--- config.mk ---
export PLATFORM = sky130hd
export DESIGN_NAME = dram_ring_ctrl
export DESIGN_NICKNAME = d
export VERILOG_FILES = /design/src/rtl/dfc_pkg.sv /design/src/rtl/dfc_deser.sv /design/src/rtl/dfc_ptrs.sv /design/src/rtl/dfc_seq.sv /design/src/rtl/dram_ring_ctrl.sv
export SDC_FILE = /design/constraint.sdc
export NUM_CORES = 1
export LEC_CHECK = 0
export BUFFER_PORTS_ARGS = -buffer_cell sky130_fd_sc_hd__buf_2
export CAP_MARGIN = 30
export CORE_MARGIN = 4
export CORE_UTILIZATION = 60
export DETAILED_ROUTE_END_ITERATION = 16
export GPL_ROUTABILITY_DRIVEN = 0
export PLACE_DENSITY_LB_ADDON = 0.15
export SETUP_SLACK_MARGIN = 0.5
export SYNTH_ARGS = -nofsm -noshare
export SYNTH_HDL_FRONTEND = slang
export SYNTH_HIERARCHICAL = 1
export SYNTH_SLANG_ARGS = --single-unit
--- constraint.sdc ---
create_clock -name clk -period 3.9 [get_ports clk]
set_clock_uncertainty 0.15 [all_clocks]
set_input_delay 0.195 -clock clk [delete_from_list [all_inputs] [get_ports clk]]
set_output_delay 0.195 -clock clk [all_outputs]
set_load 0.03 [all_outputs]
--- src/rtl/dfc_pkg.sv ---
package dfc_pkg;
  typedef enum logic [3:0] {
    S_BYP, S_WAIT, S_IRAS, S_IPRE, S_IDLE,
    S_RRAS, S_RPRE, S_AROW, S_ACOL, S_AEND, S_APRE
  } seq_state_t;
endpackage

--- src/rtl/dfc_deser.sv ---
module dfc_deser #(
  parameter int NIB_W = 4
) (
  input  logic             clk,
  input  logic             rst_n,
  input  logic             clear,
  input  logic             bit_i,
  input  logic             vld_i,
  output logic [NIB_W-1:0] nib_o,
  output logic             nib_stb_o
);
  localparam int CNT_W = $clog2(NIB_W);

  logic [NIB_W-1:0] sr;
  logic [NIB_W-1:0] sr_next;
  logic [CNT_W-1:0] cnt;

  assign sr_next = {sr[NIB_W-2:0], bit_i};

  always_ff @(posedge clk) begin
    if (!rst_n) begin
      sr <= '0; cnt <= '0; nib_o <= '0; nib_stb_o <= 1'b0;
    end else begin
      nib_stb_o <= 1'b0;
      if (clear) begin
        cnt <= '0;
      end else if (vld_i) begin
        sr <= sr_next;
        if (cnt == CNT_W'(NIB_W-1)) begin
          cnt       <= '0;
          nib_o     <= sr_next;
          nib_stb_o <= 1'b1;
        end else begin
          cnt <= cnt + 1'b1;
        end
      end
    end
  end
endmodule

--- src/rtl/dfc_ptrs.sv ---
module dfc_ptrs #(
  parameter int COL_W = 10
) (
  input  logic            clk,
  input  logic            rst_n,
  input  logic            clear,
  input  logic            geom_big_i,
  input  logic            wr_adv,
  input  logic            rd_adv,
  output logic [2*COL_W-1:0] wptr_o,
  output logic [2*COL_W-1:0] rptr_o,
  output logic            full_o,
  output logic            empty_o
);
  localparam int AW = 2*COL_W;

  logic [AW:0] wp, rp;

  function automatic logic [AW:0] ring_next(input logic [AW:0] p, input logic big);
    logic [AW-1:0] last;
    last = big ? {AW{1'b1}} : {2'b00, {(AW-2){1'b1}}};
    if (p[AW-1:0] == last) ring_next = {~p[AW], {AW{1'b0}}};
    else                   ring_next = p + 1'b1;
  endfunction

  always_ff @(posedge clk) begin
    if (!rst_n || clear) begin
      wp <= '0; rp <= '0;
    end else begin
      if (wr_adv) wp <= ring_next(wp, geom_big_i);
      if (rd_adv) rp <= ring_next(rp, geom_big_i);
    end
  end

  assign wptr_o  = wp[AW-1:0];
  assign rptr_o  = rp[AW-1:0];
  assign empty_o = (wp == rp);
  assign full_o  = (wp[AW-1:0] == rp[AW-1:0]) && (wp[AW] != rp[AW]);

  assert_no_overflow_R7: assert property (@(posedge clk) disable iff (!rst_n)
    (full_o && !clear) |=> $stable(wptr_o));
  assert_no_underflow_R7: assert property (@(posedge clk) disable iff (!rst_n)
    (empty_o && !clear) |=> $stable(rptr_o));
  assert_full_empty_excl_R7: assert property (@(posedge clk) disable iff (!rst_n)
    !(full_o && empty_o));
endmodule

--- src/rtl/dfc_seq.sv ---
module dfc_seq
  import dfc_pkg::*;
#(
  parameter int COL_W    = 10,
  parameter int PWR_WAIT = 20000,
  parameter int INIT_REF = 8,
  parameter int REF_INT  = 780
) (
  input  logic               clk,
  input  logic               rst_n,
  input  logic               bypass_i,
  input  logic               geom_big_i,
  input  logic               wr_pend_i,
  input  logic               rd_pend_i,
  input  logic [2*COL_W-1:0] wptr_i,
  input  logic [2*COL_W-1:0] rptr_i,
  output logic [COL_W-1:0]   addr_o,
  output logic               ras_n_o,
  output logic               cas_n_o,
  output logic               we_n_o,
  output logic               oe_n_o,
  output logic               dq_oe_o,
  output logic               wr_done_o,
  output logic               rd_done_o,
  output logic               ready_o,
  output logic               in_bypass_o
);
  localparam int AW    = 2*COL_W;
  localparam int WCW   = $clog2(PWR_WAIT+1);
  localparam int ICW   = $clog2(INIT_REF+1);
  localparam int RCW   = $clog2(REF_INT+1);

  seq_state_t        state;
  logic [WCW-1:0]    wcnt;
  logic [ICW-1:0]    icnt;
  logic [RCW-1:0]    rcnt;
  logic              ref_due;
  logic [COL_W-1:0]  ref_row;
  logic              is_wr;
  logic [AW-1:0]     acc_ptr;
  logic              col_phase;

  function automatic logic [COL_W-1:0] row_of(input logic [AW-1:0] p, input logic big);
    row_of = big ? p[AW-1:COL_W] : {1'b0, p[AW-3:COL_W-1]};
  endfunction

  function automatic logic [COL_W-1:0] col_of(input logic [AW-1:0] p, input logic big);
    col_of = big ? p[COL_W-1:0] : {1'b0, p[COL_W-2:0]};
  endfunction

  always_ff @(posedge clk) begin
    if (!rst_n) begin
      state <= S_BYP; wcnt <= '0; icnt <= '0; rcnt <= '0;
      ref_due <= 1'b0; ref_row <= '0; is_wr <= 1'b0; acc_ptr <= '0;
    end else if (bypass_i) begin
      state <= S_BYP; ref_due <= 1'b0; rcnt <= '0;
    end else begin
      if (!ready_o) begin
        rcnt <= '0;
      end else if (rcnt == RCW'(REF_INT-1)) begin
        rcnt <= '0; ref_due <= 1'b1;
      end else begin
        rcnt <= rcnt + 1'b1;
      end
      unique case (state)
        S_BYP:  begin state <= S_WAIT; wcnt <= '0; end
        S_WAIT: begin
          if (wcnt == WCW'(PWR_WAIT-1)) begin state <= S_IRAS; icnt <= '0; end
          else wcnt <= wcnt + 1'b1;
        end
        S_IRAS: begin state <= S_IPRE; ref_row <= ref_row + 1'b1; end
        S_IPRE: begin
          if (icnt == ICW'(INIT_REF-1)) state <= S_IDLE;
          else begin icnt <= icnt + 1'b1; state <= S_IRAS; end
        end
        S_IDLE: begin
          if (ref_due) begin
            state <= S_RRAS; ref_due <= 1'b0;
          end else if (wr_pend_i) begin
            state <= S_AROW; is_wr <= 1'b1; acc_ptr <= wptr_i;
          end else if (rd_pend_i) begin
            state <= S_AROW; is_wr <= 1'b0; acc_ptr <= rptr_i;
          end
        end
        S_RRAS: begin state <= S_RPRE; ref_row <= ref_row + 1'b1; end
        S_RPRE: state <= S_IDLE;
        S_AROW: state <= S_ACOL;
        S_ACOL: state <= S_AEND;
        S_AEND: state <= S_APRE;
        default: state <= S_IDLE;
      endcase
    end
  end

  assign col_phase   = (state == S_ACOL) || (state == S_AEND);
  assign ras_n_o     = !((state == S_IRAS) || (state == S_RRAS) || (state == S_AROW) || col_phase);
  assign cas_n_o     = !col_phase;
  assign we_n_o      = !(col_phase && is_wr);
  assign oe_n_o      = !(col_phase && !is_wr);
  assign dq_oe_o     = col_phase && is_wr;
  assign wr_done_o   = (state == S_AEND) && is_wr;
  assign rd_done_o   = (state == S_AEND) && !is_wr;
  assign in_bypass_o = (state == S_BYP);
  assign ready_o     = !((state == S_BYP) || (state == S_WAIT) ||
                         (state == S_IRAS) || (state == S_IPRE));

  always_comb begin
    unique case (state)
      S_IRAS, S_RRAS: addr_o = ref_row;
      S_AROW:         addr_o = row_of(acc_ptr, geom_big_i);
      S_ACOL, S_AEND: addr_o = col_of(acc_ptr, geom_big_i);
      default:        addr_o = '0;
    endcase
  end

  assert_bypass_quiet_R1: assert property (@(posedge clk) disable iff (!rst_n)
    (bypass_i && $past(bypass_i)) |-> (ras_n_o && cas_n_o && we_n_o && oe_n_o));
  assert_init_no_cas_R2: assert property (@(posedge clk) disable iff (!rst_n)
    !ready_o |-> cas_n_o);
  assert_wr_prio_R8: assert property (@(posedge clk) disable iff (!rst_n)
    (state == S_IDLE && !ref_due && wr_pend_i && !bypass_i) |=> (state == S_AROW && is_wr));
  assert_cas_in_ras_R12: assert property (@(posedge clk) disable iff (!rst_n)
    !cas_n_o |-> !ras_n_o);
  assert_we_oe_excl_R12: assert property (@(posedge clk) disable iff (!rst_n)
    !(!we_n_o && !oe_n_o));
endmodule

--- src/rtl/dram_ring_ctrl.sv ---
module dram_ring_ctrl #(
  parameter int COL_W    = 10,
  parameter int NIB_W    = 4,
  parameter int PWR_WAIT = 20000,
  parameter int INIT_REF = 8,
  parameter int REF_INT  = 780
) (
  input  logic             clk,
  input  logic             rst_n,
  input  logic             bypass_i,
  input  logic             geom_big_i,
  input  logic             ser_bit_i,
  input  logic             ser_vld_i,
  input  logic             rd_req_i,
  input  logic             rd_half_i,
  input  logic             flush_i,
  output logic [NIB_W-1:0] rd_data_o,
  output logic             rd_valid_o,
  output logic             full_o,
  output logic             empty_o,
  output logic             ready_o,
  output logic [COL_W-1:0] dram_addr_o,
  output logic             dram_ras_n_o,
  output logic             dram_cas_n_o,
  output logic             dram_we_n_o,
  output logic             dram_oe_n_o,
  output logic [NIB_W-1:0] dram_dq_o,
  output logic             dram_dq_oe_o,
  input  logic [NIB_W-1:0] dram_dq_i
);
  localparam int AW = 2*COL_W;

  logic             in_byp, clear;
  logic [NIB_W-1:0] nib;
  logic             nib_stb;
  logic             wr_pend, rd_pend, half_tog, rd_take;
  logic             wr_done, rd_done;
  logic [AW-1:0]    wptr, rptr;

  assign clear   = flush_i || in_byp;
  assign rd_take = rd_req_i && (!rd_half_i || !half_tog);

  dfc_deser #(.NIB_W(NIB_W)) u_deser (
    .clk(clk), .rst_n(rst_n), .clear(clear), .bit_i(ser_bit_i),
    .vld_i(ser_vld_i), .nib_o(nib), .nib_stb_o(nib_stb));

  dfc_ptrs #(.COL_W(COL_W)) u_ptrs (
    .clk(clk), .rst_n(rst_n), .clear(clear), .geom_big_i(geom_big_i),
    .wr_adv(wr_done), .rd_adv(rd_done), .wptr_o(wptr), .rptr_o(rptr),
    .full_o(full_o), .empty_o(empty_o));

  dfc_seq #(.COL_W(COL_W), .PWR_WAIT(PWR_WAIT), .INIT_REF(INIT_REF), .REF_INT(REF_INT)) u_seq (
    .clk(clk), .rst_n(rst_n), .bypass_i(bypass_i), .geom_big_i(geom_big_i),
    .wr_pend_i(wr_pend), .rd_pend_i(rd_pend), .wptr_i(wptr), .rptr_i(rptr),
    .addr_o(dram_addr_o), .ras_n_o(dram_ras_n_o), .cas_n_o(dram_cas_n_o),
    .we_n_o(dram_we_n_o), .oe_n_o(dram_oe_n_o), .dq_oe_o(dram_dq_oe_o),
    .wr_done_o(wr_done), .rd_done_o(rd_done), .ready_o(ready_o),
    .in_bypass_o(in_byp));

  always_ff @(posedge clk) begin
    if (!rst_n || clear) begin
      wr_pend <= 1'b0; rd_pend <= 1'b0; half_tog <= 1'b0;
    end else begin
      if (rd_req_i && rd_half_i) half_tog <= ~half_tog;
      if (nib_stb && !full_o && !wr_pend) begin
        wr_pend   <= 1'b1;
        dram_dq_o <= nib;
      end else if (wr_done) begin
        wr_pend <= 1'b0;
      end
      if (rd_take && !empty_o && !rd_pend) rd_pend <= 1'b1;
      else if (rd_done)                    rd_pend <= 1'b0;
    end
  end

  always_ff @(posedge clk) begin
    if (!rst_n) begin
      rd_data_o <= '0; rd_valid_o <= 1'b0;
    end else begin
      rd_valid_o <= rd_done;
      if (rd_done) rd_data_o <= dram_dq_i;
    end
  end

  assert_rd_needs_data_R7: assert property (@(posedge clk) disable iff (!rst_n)
    (rd_done && !$past(clear)) |-> !empty_o);
endmodule

==> metrics.yaml, run 1 <==
status: "complete, no violations"
syn_area_um2: 6960
firstDrtPassIters: 5
fin_ws_ns: 0.781
pre_cts_slack_ns: 0.612
synth_top_area_share_pct: 36.0
remaining_drc_errors: 0
wire_per_inst_um: 17.0
yosysUniqueCellTypes: 68
criticalPathCategory: "reg2reg"
die_area_um2: 13400
worst_hold_slack_ns: 0.0150
antenna_found_initial: 0
dp_hpwl_mm: 11.4
placed_area_um2: 6940
cp-end-kind: "flop"
synthTopCellsByArea: "dfxtp_1 (36%), mux2i_1 (5.9%), xor2_1 (5.4%), buf_4 (4.6%), nand2_1 (3.8%)"
yosys_warnings: 6
drtIter0Drc: 633
cp.arrival_ns: 3.28
drt_wl_total_mm: 16.3
required_ns: 4.06
synth-async-reset-ratio_pct: 0
startpoint_type: "flop"
synth.avg_cell_area_um2: 8.66
fp-row-count: 39
cts.sinks: 129
io_pins: 40
synth.top_cells.by_count: "dfxtp_1 (125), nand2_1 (71), nor2_1 (69)"
p_leak_nw: 3.11
critPathMaxFanout: 7
viasPerCell: 6.12
grt_max_degree: 42
hold_class: "in2reg"
synth_cells: 804
clock_latency_ns: 0.42
cts_buffer_depth: 2
coreArea_um2: 11400
cts_root_buf: "clkbuf_16"
drv_slew: 0
ir_drop_v: 0.000424
grt_usage_pct: 25.4
ys_seq_area_share_pct: 37.7
setup_viol: 0
clk_pin_slew_ns: 0.06
postCtsSetupBuffers: 0
grt_pass1_vias: 5629
synth_ff_type: "dfxtp_1"
maxSlewHeadroom_pct: 34.2
n_antenna_cell: 0
vias: 5889
ant_nets: 0
syn_to_final_growth_pct: 11.5
drive_gt1_share_pct: 12.8
powerDensity_nw_per_um2: 424
hold_violations: 0
grt_pass1_wl_mm: 27.0
syn_nets: 824
post-route-min-period_ns: 3.12
cts_max_level: 4
ys_ff_latch: 129
fin_nets: 826
numCtsBuffers: 17
yosys.area.top_type: "dfxtp_1"
synth_edf_count: 4
min_period_over_period_pct: 80.0
die_h_um: 116
fin_setup_tns_ns: 0
fmax_mhz: 321
worst_pin_slew_ns: 0.985
final_area_um2: 7760
cts_tree: "yes"
synth.most_common_cell: "dfxtp_1"
numPortBuffers: 39
rsz0062_at_grt: "no"
die_w_um: 116
grt_overflow: 0
start_util_pct: 61.2
max-cap-violations: 0
==> cell usage in the layout (no fill, tap or decap), types with 15 or more instances in the layout <==
cell / count
xor2_1: 43
a21oi_1: 34
clkbuf_16: 17
nand3_1: 36
mux2i_1: 41
nor2_1: 68
nor2b_1: 16
nand4_1: 20
inv_1: 17
xnor2_1: 15
nand2_1: 71
dfxtp_1: 125
nor3_1: 17
o211a_1: 20
o21ai_0: 28
buf_2: 39
==> area by class of cell <==
type / instances / area, um^2
Clock buffer: 18 / 429
Inverter: 17 / 63.8
Tap cell: 143 / 179
Sequential cell: 129 / 2620
Clock inverter: 14 / 260
Multi-Input combinational cell: 578 / 3800
Timing Repair Buffer: 63 / 405
Fill cell: 897 / 3610
==> worst max-delay path, stage by stage (launching register included) <==
cell and delay, ns:
dfxtp_1 0.50, xor2_1 0.12, nor4_1 0.26, nand3_1 0.15
nor3_1 0.49, a2111o_1 0.17, dlygate4sd3_1 0.56, a21oi_2 0.06
dlygate4sd3_1 0.55
==> cell families after synthesis <==
kind of cell	Yosys count	synth area share (%)
buffers and inverters	97	7.89
xor gates and xnor gates	58	7.30
and+or+nand+nor	331	25.6
muxes	41	5.90
adders and majority gates	7	1.26
DFF	129	37.7
AOI/OAI and AO/OA	141	14.3
==> state kept, by name, indices dropped and copies added, names as in the netlist, 2 cells and up <==
signal,flops
u_ptrs/rp,21
u_ptrs/wp,21
u_seq/acc_ptr,20
u_seq/wcnt,15
u_seq/rcnt,10
u_seq/ref_row,10
dram_dq_o,4
rd_data_o,4
u_deser/nib_o,4
u_seq/icnt,4
u_seq/state,4
u_deser/sr,3
u_deser/cnt,2
==> timing repair <==
action,in CTS,in global routing
hold endpoints to repair,11,0
gates resized for setup,0,2
hold buffers,12,0
endpoints found under the setup margin,0,28
==> path summary, 6_finish.rpt <==
check                                  end  cells past startpoint                          start  slack (ns)
max reg2reg           rd_pend$_SDFFE_PP0P_                      8      u_ptrs/rp[5]$_SDFFE_PP0P_        0.78
min reg2reg         dram_dq_o[0]$_DFFE_PP_                      0  u_deser/nib_o[0]$_SDFFE_PN0P_        0.28
max                   rd_pend$_SDFFE_PP0P_                      8      u_ptrs/rp[5]$_SDFFE_PP0P_        0.78
min          u_deser/nib_o[0]$_SDFFE_PN0P_                      3                          rst_n        0.02
==> per-stage QoR <==
stage               power (mW)  util [%]  std cells
floorplan                 1.42         -        804
global placement          1.45      61.1        918
detailed placement        1.45      61.1        918
CTS                       3.31      68.2        962
global route              3.38      68.2        962
finish                    3.29      68.2        962
==> power by group <==
group | total (mW) | switching (mW) | internal (mW)
combinational | 0.0949 | 0.0596 | 0.0353
clock | 1.86 | 0.595 | 1.26
sequential | 1.34 | 0.00738 | 1.33
==> routing by layer <==
metal  track usage (%)  part of all wire (%)  vias up
li1                  -                     -     2858
met1              31.4                    44     2808
met2              41.2                    47      182
met3              6.58                   5.1       41
met4              12.8                   3.1        0
met5                 0                     0        -
Power figures use the tool's default switching activity.
==> inputs of run 2 (changes only) <==
clock period = 2.9 ns   (was 3.9 ns; I/O delays follow)
==> run 2 against run 1 <==
  * Final cell count rose by 1.5%
  * Critical path depth increased by 1
  * Worst setup slack got worse by 0.27 ns
  * Flip-flop and latch count stayed put
  * Critical endpoint is now u_ptrs/wp[20]$_SDFFE_PP0P_
  * Global-route usage is 0.26 points lower
  * Non-clock buffer count is 15 higher
==> metrics.yaml, run 2 (same netlist as run 1, synthesis figures left out) <==
cts_tree: "yes"
r2r_cells: 9  # +1
setup_viol: 0  # unchanged
layout_common_cells: "dfxtp_1 (104), nand2_1 (70), nor2_1 (65)"
path_buf_inv: 1  # -1
n_antenna_cell: 0  # unchanged
hold_violations: 0  # unchanged
top_regs: "u_ptrs/rp: 21 flops, u_ptrs/wp: 21 flops, u_seq/acc_ptr: 20 flops"
max-cap-violations: 0  # unchanged
worst_pin_slew_ns: 0.691  # -0.293 ns
powerDensity_nw_per_um2: 504  # +19%
syn_to_final_growth_pct: 14.6
drive_gt1_share_pct: 19.3  # +6.5 points
dp_hpwl_mm: 11.3  # -1.3%
cpMaxStageDelayCell: "or4_4"
remaining_drc_errors: 0  # unchanged
clk_pin_slew_ns: 0.05  # about the same
fin_ws_ns: 0.508  # -0.273 ns
post-route-min-period_ns: 2.39  # -0.727 ns
drtIter0Drc: 630  # -0.47%
p_leak_nw: 3.20  # +3.0%
maxSlewHeadroom_pct: 53.5  # +19 points
viasPerCell: 6.09  # -0.46%
grt_overflow: 0  # unchanged
grt_pass1_wl_mm: 26.6  # -1.3%
cp-end-kind: "flop"
final_common_cell: "dfxtp_1"
clock_latency_ns: 0.42  # about the same
crit_cells: 9  # +1
wire_per_inst_um: 17.0  # -0.13%
numCtsBuffers: 17  # unchanged
whs_path_depth: 3  # unchanged
status: "complete, no violations"
startpoint_type: "flop"
fp-row-count: 39  # unchanged
start_util_pct: 61.2  # unchanged
die_w_um: 116  # unchanged
fin_setup_tns_ns: 0  # unchanged
p_total_mw: 4.02  # +22%
critPathTopFamily: "simple AND/OR/NAND/NOR gates"
grt_usage_pct: 25.2  # -0.26 points
numPortBuffers: 39  # unchanged
num-fill-cells: 878  # -2.1%
crit_chain: "nor2_4 -> and2_4 -> nand2_8 -> nor2_4 -> nand4_1 -> buf_6 -> or4_4 -> or4_4 -> a21oi_2"
cts_root_buf: "clkbuf_16"
ir_drop_v: 0.000503  # +19%
drv_slew: 0  # unchanged
hold_class: "in2reg"
fin_nets: 841  # +1.8%
cp.arrival_ns: 2.59  # -0.69 ns
io_pins: 40  # unchanged
drt_wl_total_mm: 16.6  # +1.3%
cts_max_level: 4  # unchanged
vias: 5947  # +0.98%
post-route-util_pct: 70.1  # +1.9 points
coreArea_um2: 11400  # unchanged
pre_cts_slack_ns: 0.167  # -0.445 ns
firstDrtPassIters: 6  # +1
antenna_found_initial: 0  # unchanged
grt_max_degree: 53  # +26%
critPathMaxFanout: 6  # -1
min_period_over_period_pct: 82.5  # +2.5 points
slowest_delay_ns: 0.50  # -0.06 ns
die_area_um2: 13400  # unchanged
grt_pass1_vias: 5610  # -0.34%
cts.sinks: 129  # unchanged
rsz0062_at_grt: "yes"
required_ns: 3.10  # -0.96 ns
die_h_um: 116  # unchanged
ant_nets: 0  # unchanged
fmax_mhz: 418  # +30%
cts_buffer_depth: 2  # unchanged
criticalPathCategory: "reg2reg"
run 2: changes by cell type in the layout (fill, tap and decap cells not counted), moves of 4 or more:
| cell | previous run | this run |
|---|---|---|
| buf_4 | 12 | 25 |
| bufinv_16 | 7 | 2 |
| clkinv_2 | 1 | 5 |
| dfxtp_1 | 125 | 104 |
| dfxtp_2 | 0 | 20 |
| nor2_4 | 0 | 4 |
| or4_1 | 12 | 8 |
| or4_4 | 0 | 4 |
run 2: power breakdown:
| part | switching (mW) | internal (mW) |
|---|---|---|
| Sequential | 0.00584 | 1.79 |
| Clock | 0.765 | 1.32 |
| Combinational | 0.0840 | 0.0546 |
| Total | 0.855 | 3.16 |
run 2: final timing paths:
path	start	endpoint	slack, ns
hold / removal	rst_n	u_deser/nib_o[1]$_SDFFE_PN0P_	0.02
hold reg to reg	u_deser/nib_o[1]$_SDFFE_PN0P_	dram_dq_o[1]$_DFFE_PP_	0.28
setup reg to reg	u_seq/state[1]$_SDFFE_PP0P_	u_ptrs/wp[20]$_SDFFE_PP0P_	0.51
setup / recovery	u_seq/state[1]$_SDFFE_PP0P_	u_ptrs/wp[20]$_SDFFE_PP0P_	0.51
run 2: tightest hold or removal path: cells and delay by family:
family / cells / cell delay (ns)
buffers and inverters: 1 / 0.22
and+or+nand+nor: 1 / 0.11
AOI/OAI and AO/OA: 1 / 0.06
run 2: timing repair:
item                                    4_1_cts  5_1_grt
endpoints found under the setup margin       42       58
resized for setup                            10       37
setup buffers                                 8        5
hold buffers                                 11        0
pin swaps                                     6       10
endpoints found under the hold margin        11        0
run 2: layout make-up:
class	count	area [um^2]	share of cell area, %
Multi-Input combinational cell	578	3950	49.5
Sequential cell	129	2650	33.2
Timing Repair Buffer	78	553	6.93
Clock inverter	10	109	1.36
Tap cell	143	179	2.24
Inverter	17	63.8	0.800
Clock buffer	21	470	5.90
run 2: through the flow:
step | cell area, um^2 | hold WS, ns | cells
floorplan | 7060 | 0.122 | 804
global placement | 7050 | 0.251 | 921
detailed placement | 7050 | 0.267 | 921
CTS | 7830 | 0.00110 | 971
global route | 7980 | 0.0317 | 976
finish | 7980 | 0.0187 | 976
run 2: per-layer routing:
metal | vias to the layer above | global-route usage (%) | routed length (um)
li1 | 2879 | - | -
met1 | 2805 | 29.8 | 6950
met2 | 213 | 42.0 | 8080
met3 | 50 | 7.31 | 1010
met4 | 0 | 12.2 | 532
met5 | - | 0 | 0
==> inputs of run 3 (changes only) <==
clock period = 2.5 ns   (was 2.9 ns; I/O delays follow)
==> run 3 against run 2 <==
  * Sequential power grew 16%
  * Total power grew 22%
  * Global-route usage grew 2.5 points
  * Wire length grew 16%
  * Via count grew 7.2%
  * First-iteration DRC count grew 8.6%
  * Hold slack gained 0.028 ns
==> metrics.yaml, run 3 (same netlist as run 1, synthesis figures left out) <==
status: "complete, no violations"
hold_class: "in2reg"
firstDrtPassIters: 5  # -1
remaining_drc_errors: 0  # unchanged
cts_root_buf: "clkbuf_16"
required_ns: 2.71  # -0.39 ns
clock_latency_ns: 0.43  # about the same
grt_busiest_layer: "met2"
io_pins: 40  # unchanged
grt_usage_pct: 27.7  # +2.5 points
cpMaxStageDelayCell: "or4_4"
multi_input_area_um2: 4180  # +5.8%
clk_pin_slew_ns: 0.06  # about the same
critPathMaxFanout: 3  # -3
viasPerCell: 6.13  # +0.57%
criticalPathCategory: "reg2reg"
max-cap-violations: 0  # unchanged
drtIter0Drc: 684  # +8.6%
startpoint_type: "flop"
path_buf_inv: 0  # -1
p_leak_nw: 3.70  # +16%
ir_drop_v: 0.000733  # +46%
cp.arrival_ns: 2.60  # about the same
layout_common_cells: "dfxtp_1 (91), nand2_1 (69), buf_4 (63)"
grt_overflow: 0  # unchanged
wire_per_inst_um: 18.5  # +8.8%
ant_nets: 0  # unchanged
hold_violations: 0  # unchanged
p_sw_share_pct: 21.0  # -0.33 points
cp_common_cell: "nor2_4"
cts.sinks: 129  # unchanged
die_h_um: 116  # unchanged
cts_buffer_depth: 2  # unchanged
maxSlewHeadroom_pct: 53.2  # -0.29 points
pwr-share-clk_pct: 53.3  # +1.4 points
fin_nets: 904  # +7.5%
num-fill-cells: 709  # -19%
numPortBuffers: 39  # unchanged
crit_chain: "nor2_4 -> and2_4 -> nand2_8 -> nor2_4 -> nand4_1 -> or4_4 -> or4_1 -> a21oi_1"
r2r_setup_slack_ns: 0.10  # -0.41 ns
dp.cells: 939  # +2.0%
intPower_mw: 3.89  # +23%
seqPwrFrac_pct: 42.2  # -2.4 points
final_common_cell: "dfxtp_1"
fp-row-count: 39  # unchanged
grt_use_met1_pct: 35.1  # +5.3 points
fmax_mhz: 417  # -0.25%
start_util_pct: 61.2  # unchanged
setup_viol: 0  # unchanged
powerDensity_nw_per_um2: 543  # +7.9%
gr-usage-met2_pct: 45.8  # +3.8 points
regArea_um2: 2670  # +0.80%
dp_hpwl_mm: 11.7  # +3.5%
critPathTopFamily: "simple AND/OR/NAND/NOR gates"
cp-end-kind: "flop"
fin_cells: 1040  # +6.6%
comb_power_share_pct: 4.5  # +1.0 points
cts_max_level: 4  # unchanged
top_regs: "u_ptrs/rp: 21 flops, u_ptrs/wp: 21 flops, u_seq/acc_ptr: 20 flops"
die_area_um2: 13400  # unchanged
cts_tree: "yes"
worst_pin_slew_ns: 0.695  # +0.00344 ns
post-route-min-period_ns: 2.40  # +0.00607 ns
fin_setup_tns_ns: 0  # unchanged
slowest_delay_ns: 0.55  # +0.05 ns
grt_pass1_wl_mm: 29.3  # +9.9%
syn_to_final_growth_pct: 30.0
drive_gt1_share_pct: 30.7  # +11 points
antenna_found_initial: 0  # unchanged
p_sw_mw: 1.03  # +21%
met3_usage_pct: 7.31  # unchanged
grt_max_degree: 36  # -32%
rsz0062_at_grt: "yes"
n_antenna_cell: 0  # unchanged
min_period_over_period_pct: 95.9  # +13 points
die_w_um: 116  # unchanged
drv_slew: 0  # unchanged
numCtsBuffers: 17  # unchanged
drt_wl_total_mm: 19.2  # +16%
grt_pass1_vias: 5958  # +6.2%
coreArea_um2: 11400  # unchanged
vias: 6373  # +7.2%
==> run 3: tightest hold or removal path, delay by kind of cell <==
family        cells  cell delay [ns]
buf+inv           1             0.15
simple gates      2             0.30
==> run 3: cell type report <==
cell class | count | share of cell area, %
multi-input combinational | 578 | 46.2
sequential | 129 | 29.5
timing repair buffer | 141 | 14.7
clock buffer | 22 | 5.13
tap | 143 | 1.98
clock inverter | 10 | 1.76
inverter | 17 | 0.705
==> run 3: timing repair <==
| action | CTS | global route |
|---|---|---|
| pin swaps | 18 | 33 |
| endpoints found under the hold margin | 12 | 0 |
| resized for setup | 78 | 84 |
| gates cloned | 6 | 4 |
| hold buffers | 10 | 0 |
| endpoints found under the setup margin | 84 | 108 |
| setup buffers | 25 | 24 |
==> run 3: metrics by stage <==
stage	worst slack [ns]	instance area (um^2)	util (%)	power [mW]	hold slack, ns
2_1_floorplan	-0.167	7080	-	2.22	0.102
3_3_place_gp	0.110	7210	63.4	2.27	0.231
3_5_place_dp	0.0490	7210	63.4	2.27	0.243
4_1_cts	0.188	8520	75.0	4.91	0.0310
5_1_grt	0.0168	9050	79.6	5.07	0.0506
6_report	0.102	9050	79.6	4.92	0.0465
==> run 3: worst paths after layout <==
check | cells past startpoint | endpoint | start
worst min register to register | 0 | dram_dq_o[3]$_DFFE_PP_ | u_deser/nib_o[3]$_SDFFE_PN0P_
worst max register to register | 8 | u_ptrs/wp[20]$_SDFFE_PP0P_ | u_seq/state[2]$_SDFFE_PP0P_
worst max-delay path | 8 | u_ptrs/wp[20]$_SDFFE_PP0P_ | u_seq/state[2]$_SDFFE_PP0P_
worst min-delay path | 3 | u_seq/state[2]$_SDFFE_PP0P_ | rst_n
==> run 3: layer usage <==
metal	routed length (um)	up-vias
met5	0	-
met4	520	0
met3	1240	62
met2	9510	249
met1	7940	3053
li1	-	3009
==> run 3: power groups by stage <==
stage / combinational (mW) / sequential [mW] / clock (mW)
floorplan: 0.102 / 2.12 / 0
global placement: 0.144 / 2.12 / 0
detailed placement: 0.147 / 2.12 / 0
CTS: 0.182 / 2.08 / 2.65
global route: 0.234 / 2.08 / 2.76
finish: 0.221 / 2.08 / 2.62
